===== src/rtl/tdm_pkg.sv =====
package tdm_pkg;
  localparam int DEF_CHANNELS  = 32;
  localparam int DEF_CELL_BITS = 8;
  localparam int DEF_SYNC      = 2;
endpackage


===== src/rtl/tdm_in_sync.sv =====
module tdm_in_sync #(
  parameter int STAGES = 2
) (
  input  logic clk,
  input  logic rst,
  input  logic bclk_i,
  input  logic fsync_n_i,
  input  logic sd_i,
  output logic fall_o,
  output logic rise_o,
  output logic fsync_low_o,
  output logic sd_o
);
  // bit 2 = bit clock, bit 1 = frame pulse (active low), bit 0 = data
  logic [2:0] chain [STAGES];
  logic       bclk_q;

  always_ff @(posedge clk) begin
    if (rst) begin
      for (int i = 0; i < STAGES; i++) chain[i] <= 3'b010;
      bclk_q <= 1'b0;
    end else begin
      chain[0] <= {bclk_i, fsync_n_i, sd_i};
      for (int i = 1; i < STAGES; i++) chain[i] <= chain[i-1];
      bclk_q <= chain[STAGES-1][2];
    end
  end

  assign fall_o      = bclk_q & ~chain[STAGES-1][2];
  assign rise_o      = ~bclk_q & chain[STAGES-1][2];
  assign fsync_low_o = ~chain[STAGES-1][1];
  assign sd_o        = chain[STAGES-1][0];
endmodule


===== src/rtl/tdm_frame_timer.sv =====
module tdm_frame_timer #(
  parameter int POS_W = 9
) (
  input  logic             clk,
  input  logic             rst,
  input  logic             fall_i,
  input  logic             fsync_low_i,
  output logic [POS_W-1:0] pos_o,
  output logic             locked_o,
  output logic             cell_start_o,
  output logic             slip_o
);
  localparam logic [POS_W-1:0] LAST_POS = '1;

  always_ff @(posedge clk) begin
    if (rst) begin
      pos_o        <= '0;
      locked_o     <= 1'b0;
      cell_start_o <= 1'b0;
      slip_o       <= 1'b0;
    end else begin
      cell_start_o <= 1'b0;
      slip_o       <= 1'b0;
      if (fall_i) begin
        if (fsync_low_i) begin
          pos_o        <= '0;
          slip_o       <= locked_o && (pos_o != LAST_POS);
          locked_o     <= 1'b1;
          cell_start_o <= 1'b1;
        end else begin
          pos_o        <= pos_o + 1'b1;
          cell_start_o <= locked_o & pos_o[0];
        end
      end
    end
  end

  assert_slip_single_R9: assert property (@(posedge clk) disable iff (rst)
    slip_o |=> !slip_o);
endmodule


===== src/rtl/tdm_rx_deser.sv =====
module tdm_rx_deser #(
  parameter int BITS  = 8,
  parameter int BIT_W = 3,
  parameter int CH_W  = 5
) (
  input  logic            clk,
  input  logic            rst,
  input  logic            sample_i,
  input  logic            sd_i,
  input  logic [BIT_W-1:0] bit_idx_i,
  input  logic [CH_W-1:0] ch_idx_i,
  output logic            rx_valid_o,
  output logic [BITS-1:0] rx_byte_o,
  output logic [CH_W-1:0] rx_ch_o
);
  localparam logic [BIT_W-1:0] LAST_BIT = BIT_W'(BITS - 1);
  logic [BITS-1:0] sh;

  always_ff @(posedge clk) begin
    if (rst) begin
      sh         <= '0;
      rx_valid_o <= 1'b0;
      rx_byte_o  <= '0;
      rx_ch_o    <= '0;
    end else begin
      rx_valid_o <= 1'b0;
      if (sample_i) begin
        sh <= {sh[BITS-2:0], sd_i};
        if (bit_idx_i == LAST_BIT) begin
          rx_valid_o <= 1'b1;
          rx_byte_o  <= {sh[BITS-2:0], sd_i};
          rx_ch_o    <= ch_idx_i;
        end
      end
    end
  end

  assert_rx_single_R3: assert property (@(posedge clk) disable iff (rst)
    rx_valid_o |=> !rx_valid_o);
endmodule


===== src/rtl/tdm_tx_ser.sv =====
module tdm_tx_ser #(
  parameter int BITS  = 8,
  parameter int BIT_W = 3,
  parameter int CH_W  = 5
) (
  input  logic             clk,
  input  logic             rst,
  input  logic             cell_start_i,
  input  logic             clear_i,
  input  logic [BIT_W-1:0] bit_idx_i,
  input  logic [CH_W-1:0]  ch_idx_i,
  input  logic             load_i,
  input  logic [BITS-1:0]  byte_i,
  input  logic             drive_i,
  output logic             sd_o,
  output logic             oe_o,
  output logic             req_o,
  output logic [CH_W-1:0]  req_ch_o
);
  localparam logic [BIT_W-1:0] LAST_BIT = BIT_W'(BITS - 1);
  logic [BITS-1:0] hold;
  logic            hold_drv;
  logic [BITS-1:0] sh;

  always_ff @(posedge clk) begin
    if (rst) begin
      hold     <= '0;
      hold_drv <= 1'b0;
      sh       <= '0;
      sd_o     <= 1'b0;
      oe_o     <= 1'b0;
      req_o    <= 1'b0;
      req_ch_o <= '0;
    end else begin
      req_o <= 1'b0;
      if (load_i) begin
        hold     <= byte_i;
        hold_drv <= drive_i;
      end
      if (cell_start_i) begin
        if (bit_idx_i == '0) begin
          sh       <= hold;
          sd_o     <= hold[BITS-1];
          oe_o     <= hold_drv;
          hold_drv <= 1'b0;
        end else begin
          sh   <= {sh[BITS-2:0], 1'b0};
          sd_o <= sh[BITS-2];
        end
        if (bit_idx_i == LAST_BIT) begin
          req_o    <= 1'b1;
          req_ch_o <= ch_idx_i + 1'b1;
        end
      end
      if (clear_i) begin
        oe_o     <= 1'b0;
        hold_drv <= 1'b0;
      end
    end
  end

  assert_req_single_R4: assert property (@(posedge clk) disable iff (rst)
    req_o |=> !req_o);
  assert_oe_rise_on_cell_R5: assert property (@(posedge clk) disable iff (rst)
    $rose(oe_o) |-> (bit_idx_i == '0));
endmodule


===== src/rtl/tdm_channel_port.sv =====
module tdm_channel_port
  import tdm_pkg::*;
#(
  parameter int CHANNELS    = DEF_CHANNELS,
  parameter int CELL_BITS   = DEF_CELL_BITS,
  parameter int SYNC_STAGES = DEF_SYNC,
  localparam int CH_W       = $clog2(CHANNELS),
  localparam int BIT_W      = $clog2(CELL_BITS)
) (
  input  logic                 clk,
  input  logic                 rst,
  input  logic                 bclk_i,
  input  logic                 fsync_n_i,
  input  logic                 sdi_i,
  output logic                 tx_sd_o,
  output logic                 tx_oe_o,
  output logic                 rx_valid_o,
  output logic [CELL_BITS-1:0] rx_byte_o,
  output logic [CH_W-1:0]      rx_ch_o,
  output logic                 tx_req_o,
  output logic [CH_W-1:0]      tx_req_ch_o,
  input  logic                 tx_load_i,
  input  logic [CELL_BITS-1:0] tx_byte_i,
  input  logic                 tx_drive_i,
  output logic                 slip_o
);
  localparam int POS_W = CH_W + BIT_W + 1;

  logic             fall, rise, fsync_low, sd;
  logic [POS_W-1:0] pos;
  logic             locked, cell_start;
  logic [BIT_W-1:0] bit_idx;
  logic [CH_W-1:0]  ch_idx;
  logic             sample;

  tdm_in_sync #(.STAGES(SYNC_STAGES)) u_sync (
    .clk(clk), .rst(rst), .bclk_i(bclk_i), .fsync_n_i(fsync_n_i), .sd_i(sdi_i),
    .fall_o(fall), .rise_o(rise), .fsync_low_o(fsync_low), .sd_o(sd));

  tdm_frame_timer #(.POS_W(POS_W)) u_timer (
    .clk(clk), .rst(rst), .fall_i(fall), .fsync_low_i(fsync_low),
    .pos_o(pos), .locked_o(locked), .cell_start_o(cell_start), .slip_o(slip_o));

  assign bit_idx = pos[BIT_W:1];
  assign ch_idx  = pos[POS_W-1:BIT_W+1];
  assign sample  = rise & locked & pos[0];

  tdm_rx_deser #(.BITS(CELL_BITS), .BIT_W(BIT_W), .CH_W(CH_W)) u_rx (
    .clk(clk), .rst(rst), .sample_i(sample), .sd_i(sd),
    .bit_idx_i(bit_idx), .ch_idx_i(ch_idx),
    .rx_valid_o(rx_valid_o), .rx_byte_o(rx_byte_o), .rx_ch_o(rx_ch_o));

  tdm_tx_ser #(.BITS(CELL_BITS), .BIT_W(BIT_W), .CH_W(CH_W)) u_tx (
    .clk(clk), .rst(rst), .cell_start_i(cell_start), .clear_i(slip_o),
    .bit_idx_i(bit_idx), .ch_idx_i(ch_idx),
    .load_i(tx_load_i), .byte_i(tx_byte_i), .drive_i(tx_drive_i),
    .sd_o(tx_sd_o), .oe_o(tx_oe_o), .req_o(tx_req_o), .req_ch_o(tx_req_ch_o));

  assert_quiet_unlocked_R2: assert property (@(posedge clk) disable iff (rst)
    !locked |-> (!rx_valid_o && !tx_req_o && !tx_oe_o));
  assert_strobes_apart_R4: assert property (@(posedge clk) disable iff (rst)
    !(rx_valid_o && tx_req_o));
endmodule


===== config.mk =====
export PLATFORM = sky130hd
export DESIGN_NAME = tdm_channel_port
export DESIGN_NICKNAME = d
export VERILOG_FILES = /design/src/rtl/tdm_pkg.sv /design/src/rtl/tdm_in_sync.sv /design/src/rtl/tdm_frame_timer.sv /design/src/rtl/tdm_rx_deser.sv /design/src/rtl/tdm_tx_ser.sv /design/src/rtl/tdm_channel_port.sv
export SDC_FILE = /design/constraint.sdc
export NUM_CORES = 1
export LEC_CHECK = 0
export ABC_AREA = 0
export BUFFER_PORTS_ARGS = -buffer_cell sky130_fd_sc_hd__buf_2
export CAP_MARGIN = 20
export CORE_ASPECT_RATIO = 1.75
export CORE_MARGIN = 3
export CORE_UTILIZATION = 50
export DETAILED_ROUTE_END_ITERATION = 10
export GPL_TIMING_DRIVEN = 0
export PLACE_DENSITY = 0.79
export REMOVE_ABC_BUFFERS = 1
export SLEW_MARGIN = 25
export SYNTH_ARGS = -nofsm -noshare
export SYNTH_HDL_FRONTEND = slang
export SYNTH_SLANG_ARGS = --single-unit

===== constraint.sdc =====
create_clock -name clk -period 1.4 [get_ports clk]
set_clock_uncertainty 0.05 [all_clocks]
set_input_delay 0 -clock clk [delete_from_list [all_inputs] [get_ports clk]]
set_output_delay 0 -clock clk [all_outputs]
set_load 0.02 [all_outputs]

==> results of run 1 <==
## power by group
group / internal, uW / leakage [uW] / switching (uW)
Sequential: 1840 / 0.000525 / 18.9
Clock: 1060 / 0.000109 / 734
Combinational: 67.9 / 0.000530 / 62.8
## layer usage
| layer | up-vias | track usage, % |
|---|---|---|
| met3 | 13 | 3.97 |
| li1 | 1055 | - |
| met5 | - | 0 |
| met4 | 0 | 12.6 |
| met2 | 42 | 35.3 |
| met1 | 976 | 20.1 |
## metrics by stage
step / hold WS, ns / area [um^2] / util (%) / setup slack [ns]
after floorplan: 0.0191 / 2360 / - / -0.0396
after global placement: 0.134 / 2610 / 55.5 / -0.356
after detailed placement: 0.134 / 2610 / 55.5 / -0.403
after CTS: 0.0492 / 3090 / 65.6 / -0.0548
after global routing: 0.0806 / 3140 / 66.7 / -0.173
final: 0.0584 / 3140 / 66.7 / -0.111
## layout make-up
class,instances,area share (%)
clock buffers,10,4.38
clock inverters,6,2.95
inverters,4,0.478
multi-input cells,186,36.3
flip-flops and latches,64,41.6
well taps,52,2.07
repair buffers,59,12.2
## registers in the layout (all words and copies together), names as in the netlist, 5 cells and up
register        cells
u_tx.sh             7
u_rx.rx_ch_o        5
u_tx.hold           8
u_rx.rx_byte_o      8
u_sync.chain        6
u_timer.pos_o       9
u_tx.req_ch_o       5
u_rx.sh             7
## path summary, 6_finish.rpt
check | cells past startpoint | slack [ns] | from | endpoint
worst max register to register | 4 | -0.11 | u_timer.pos_o[1] | u_timer.pos_o[6]
worst max-delay path | 4 | -0.11 | u_timer.pos_o[1] | u_timer.pos_o[6]
worst min register to register | 1 | 0.36 | u_sync.chain[0][1] | u_sync.chain[0][4]
worst min-delay path | 3 | 0.06 | tx_load_i | u_tx.hold[7]
## kinds of logic after synthesis
kind of cell             share of synthesized area, %
AO/OA/AOI/OAI                                    14.6
XOR/XNOR                                         1.80
adder cells (fa/ha/maj)                          1.54
buffers and inverters                            3.75
flip-flops                                       52.5
multiplexers                                     4.52
AND/OR/NAND/NOR                                  21.3
## what timing repair did
| action | CTS | global route |
|---|---|---|
| hold buffers | 12 | 0 |
| resized for setup | 19 | 12 |
| setup endpoints to repair | 41 | 32 |
| cloned | 1 | 0 |
| setup buffers | 9 | 1 |
| pin swaps | 3 | 0 |
| hold endpoints to repair | 12 | 0 |
## worst max-delay path: stages, from the launching register on
cell	delay (ns)
dfxtp_4	0.42
ha_4	0.16
nand3_4	0.09
or4_1	0.50
a21oi_1	0.21
## layout by cell type (no fill, tap or decap), drive strengths merged, types with 5 or more instances in the layout
master	count
nand2	33
a21oi	29
nor2b	7
dlygate4sd3	12
a311oi	7
a211oi	5
buf	47
clkbuf	10
dfxtp	64
o21ai	16
mux2i	11
nor2	23
nand3	21
==> reports/results.tsv, run 1 <==
metric	value	unit
chip width	58.8	um
WP data arrival	1.71	ns
total power	3780	uW
Fillers	377	
RSZ-0062 raised after global routing	true	
worst vdd ir	1310	uV
CP Max Fanout	8	
Final period util	108	%
number of buffers created by CTS	9	
max layer used	met4	
area delta synth->final	28.8	%
CTS Sinks	64	
cell accounting for the most synthesized area	dfxtp_1	
Multi-input gate area	1140	um^2
per-cell routed wire length	14.2	um
Synth top area share	52.5	%
Hold Crit Class	input port to flop	
Post-synth ARST share	0	%
outcome	complete, but fails checks	
Routed met3 length	168	um
Tmin final	1.51	ns
Metal-1 WL	2200	um
Nets	342	
Achievable Freq	662	MHz
most common cell in the netlist	dfxtp_1	
synthesized flop and latch total	64	
Syn Area/Cell	9.00	um^2
CTS Buffer Depth	2	
first-pass GRT wire length	8820	um
Final Hold Vio Count	0	
post-detail-place hpwl	3060	um
Clk pin slew, worst setup/hold paths	0.07	ns
synth cell count leaders	dfxtp_1 (64), nand2_1 (33), a21oi_1 (29)	
initial antenna violation count	0	
Synth area leaders	dfxtp_1 (53%), a21oi_1 (6.0%), nand2_1 (5.1%), mux2i_1 (4.5%), nand3_1 (3.9%)	
dpl cells	342	
P per Cell Area	1200	nW/um^2
Seq/Total Area, Yosys	52.5	%
Post-synth EDFFs	0	
largest net degree at the start of global routing	59	
vias per cell	5.48	
failing checks	setup timing	
relative slew slack	35.7	%
Yosys cell types	32	
Post-Layout Cell Count	381	
Placer Congestion	0.795	
Post-DRT Antenna Nets	0	
Core Rows	33	
Via Count	2086	
drt initial violations	95	
wire length on met2	2900	um
post-synthesis cell count	271	
worst setup margin	-0.111	ns
IO Count	38	
Starting Density	51.8	%
Final setup violation count	2	
die area	5780	um^2
H-Tree Depth	3	
max cap viols	0	
total core area	4710	um^2
drt first pass iters	4	
Yosys Warn Count	0	
CTS tree	yes	
fin. max-slew vios	0	
diode count	0	
Skew-Pair Late Insertion Delay	0.34	ns
WL final	5430	um
Tightest Pin Transition	0.964	ns
WP data required	1.60	ns
Cell Area, Synth	2440	um^2
Most used DFF post-synth	dfxtp_1	
Root Driver	clkbuf_8	
total grt overflow	0	
leakage	0.00116	uW
CP Class	flop to flop	
Remaining DRCs	0	
CP startpoint kind	flop	
Total GRT Usage	19.9	%
Worst Setup End Kind	flop	
Storage cell area	1310	um^2
Sum Neg Setup Slack	-0.135	ns
vias in the first global route	2081	
share of cells above drive strength 1	26.7	%
die span in y	98.4	um
I/O Buffers	37	
Note: power is estimated with default switching activity, not from simulation.
==> inputs of run 2 (changes only) <==
--- a/config.mk
+++ b/config.mk
@@ -10,10 +10,10 @@
 export CAP_MARGIN = 20
 export CORE_ASPECT_RATIO = 1.75
 export CORE_MARGIN = 3
-export CORE_UTILIZATION = 50
+export CORE_UTILIZATION = 49
 export DETAILED_ROUTE_END_ITERATION = 10
 export GPL_TIMING_DRIVEN = 0
-export PLACE_DENSITY = 0.79
+export PLACE_DENSITY = 0.78
 export REMOVE_ABC_BUFFERS = 1
 export SLEW_MARGIN = 25
 export SYNTH_ARGS = -nofsm -noshare
==> constraint.sdc (replaced) <==
create_clock -name clk -period 1.3 [get_ports clk]
set_clock_uncertainty 0.05 [all_clocks]
set_input_delay 0 -clock clk [delete_from_list [all_inputs] [get_ports clk]]
set_output_delay 0 -clock clk [all_outputs]
set_load 0.02 [all_outputs]
==> run 2 against run 1 <==
The run still ends with setup timing left. First-iteration DRC count up 2.1%. Clock power is 16% lower. Sequential power up 7%. Total power decreased by 3.5%. Clock-buffer cell count grew 3. Flip-flop and latch count unchanged. Die area is 1.9% higher. Utilization grew 1.2 points. Routed wire length increased by 3.8%. Cell count up 1.6%. Via count increased by 3.1%. Critical endpoint is now u_timer.pos_o[7]. Largest cell class unchanged. Largest power group unchanged. Highest routed layer unchanged.
==> reports/results.tsv, run 2 (synthesis gave the netlist of run 1 again) <==
metric	value	unit	change
Fillers	365		-3.2%
P per Cell Area	1130	nW/um^2	-6.0%
CP top delay family	simple AND/OR/NAND/NOR gates		
switching pwr	813	uW	-0.33%
number of flip-flops in the largest register	9		unchanged
Clk network pwr share	41.4	%	-6.0 points
P_int	2830	uW	-4.3%
post-detail-place hpwl	3010	um	-1.5%
largest net degree at the start of global routing	59		unchanged
drt first pass iters	4		unchanged
most frequent cells in the layout	dfxtp_1 (54), buf_2 (36), nand2_1 (33)		
fin. max-slew vios	0		unchanged
Multi-input gate area	1230	um^2	+7.8%
max cap viols	0		unchanged
share of cells above drive strength 1	30.1	%	+3.4 points
CTS Sinks	64		unchanged
number of buffers created by CTS	9		unchanged
I/O Buffers	37		unchanged
diode count	0		unchanged
die span in y	99.3	um	+0.95%
Sum Neg Setup Slack	-0.516	ns	-0.381 ns
vias per cell	5.56		+1.5%
Cell Chain, Critical Path	buf_4 > nand3_4 > or4_1 > a21oi_1		
Top reg by flops	u_timer.pos_o		
CP Class	flop to flop		
RSZ-0062 raised after global routing	true		
Clk pin slew, worst setup/hold paths	0.07	ns	about the same
Hold Crit Class	input port to flop		
Remaining DRCs	0		unchanged
Tightest Pin Transition	0.596	ns	-0.367 ns
switch share	22.3	%	+0.70 points
CP startpoint kind	flop		
reg2reg start	u_timer.pos_o[1]		
chip width	59.3	um	+0.91%
per-cell routed wire length	14.6	um	+2.2%
dpl cells	342		unchanged
Post-DRT Antenna Nets	0		unchanged
outcome	complete, but fails checks		
Worst path slowest cell	or4_1		
CTS Buffer Depth	2		unchanged
failing checks	setup timing		
H-Tree Depth	3		unchanged
sequential share of power	54.6	%	+5.4 points
Worst Setup SP	u_timer.pos_o[1]		
CTS tree	yes		
total grt overflow	0		unchanged
drt initial violations	97		+2.1%
first-pass GRT wire length	9110	um	+3.4%
Achievable Freq	707	MHz	+6.9%
CP Max Fanout	6		-2
Final period util	109	%	+0.84 points
Final setup violation count	6		+4
Root Driver	clkbuf_8		
commonest non-fill, non-tap cell in the layout	dfxtp_1		
Hold Crit Start	tx_load_i		
Placer Congestion	0.806		+1.5%
Skew-Pair Late Insertion Delay	0.34	ns	about the same
Worst Setup End Kind	flop		
WL final	5640	um	+3.8%
Buf/Inv on CP	1		+1
Worst path max stage delay	0.49	ns	about the same
vias in the first global route	2077		-0.19%
Nets	349		+2.0%
Post-Layout Cell Count	387		+1.6%
relative slew slack	60.2	%	+24 points
worst reg-to-reg setup slack	-0.11	ns	about the same
area delta synth->final	32.3	%	
initial antenna violation count	0		unchanged
leakage	0.00118	uW	+1.6%
die area	5890	um^2	+1.9%
Logic pwr share	4.0	%	+0.5 points
Final Hold Vio Count	0		unchanged
total core area	4750	um^2	+0.88%
Total GRT Usage	20.2	%	+0.32 points
Tmin final	1.41	ns	-0.0970 ns
Via Count	2151		+3.1%
Core Rows	33		unchanged
IO Count	38		unchanged
worst vdd ir	1100	uV	-16%
WP data required	1.51	ns	-0.09 ns
Storage cell area	1320	um^2	+0.96%
worst setup margin	-0.114	ns	-0.00304 ns
top flop regs	u_timer.pos_o x9, u_rx.rx_byte_o x8, u_tx.hold x8		
Starting Density	51.4	%	-0.45 points
WP data arrival	1.63	ns	-0.08 ns
==> run 2: cell count changes in the layout (fill, tap and decap cells not counted), moves of 2 or more <==
cell	change
a21oi_1	-4
a21oi_2	+4
buf_4	+6
bufinv_16	-2
clkbuf_1	+2
clkinv_4	-2
dfxtp_2	-5
dfxtp_4	+5
o21ai_0	-7
o21ai_1	+7
==> run 2: final timing paths <==
| check | end | cells past startpoint |
|---|---|---|
| worst max register to register | u_timer.pos_o[7] | 4 |
| worst max-delay path | u_timer.pos_o[7] | 4 |
| worst min register to register | u_sync.chain[0][4] | 1 |
| worst min-delay path | u_tx.hold[5] | 3 |
==> run 2: cell type report <==
class / count / area share [%]
Multi-Input combinational cell: 188 / 38.1
Timing Repair Buffer: 64 / 13.1
Clock inverter: 2 / 0.465
Tap cell: 52 / 2.02
Sequential cell: 64 / 40.9
Inverter: 4 / 0.465
Clock buffer: 13 / 4.92
==> run 2: power by group through the flow <==
stage / clock network [uW] / registers [uW] / logic, uW
6_report: 1510 / 1990 / 145
5_1_grt: 1620 / 1990 / 163
4_1_cts: 1530 / 1990 / 139
3_5_place_dp: 0 / 2050 / 105
3_3_place_gp: 0 / 2050 / 102
2_1_floorplan: 0 / 2050 / 46.8
==> run 2: timing repair <==
action	CTS	global route
setup buffers	14	1
gates cloned	1	2
hold buffers	12	0
pin swaps	6	1
setup endpoints to repair	46	29
gates resized for setup	39	20
hold endpoints to repair	12	0
==> run 2: metrics by stage <==
step                worst slack (ns)  util [%]  power, uW  area (um^2)  hold WS, ns
finish                        -0.114      68.0       3650         3230       0.0557
global route                  -0.160      68.0       3770         3230       0.0681
CTS                          -0.0803      66.3       3660         3150       0.0452
detailed placement            -0.513      55.0       2160         2610        0.135
global placement              -0.464      55.0       2150         2610        0.134
floorplan                     -0.140         -       2090         2360       0.0191
==> run 2: worst register-to-register path, stage by stage (launching register included) <==
cell and delay [ns]:
dfxtp_4 0.40, buf_4 0.14, nand3_4 0.08, or4_1 0.49, a21oi_1 0.18
==> run 2: layer usage <==
layer  wire, um  vias up  GRT usage [%]
met3        268       17           5.84
met5          0        -              0
met1       2290     1012           22.3
li1           -     1070              -
met2       2900       52           33.4
met4        180        0           11.3
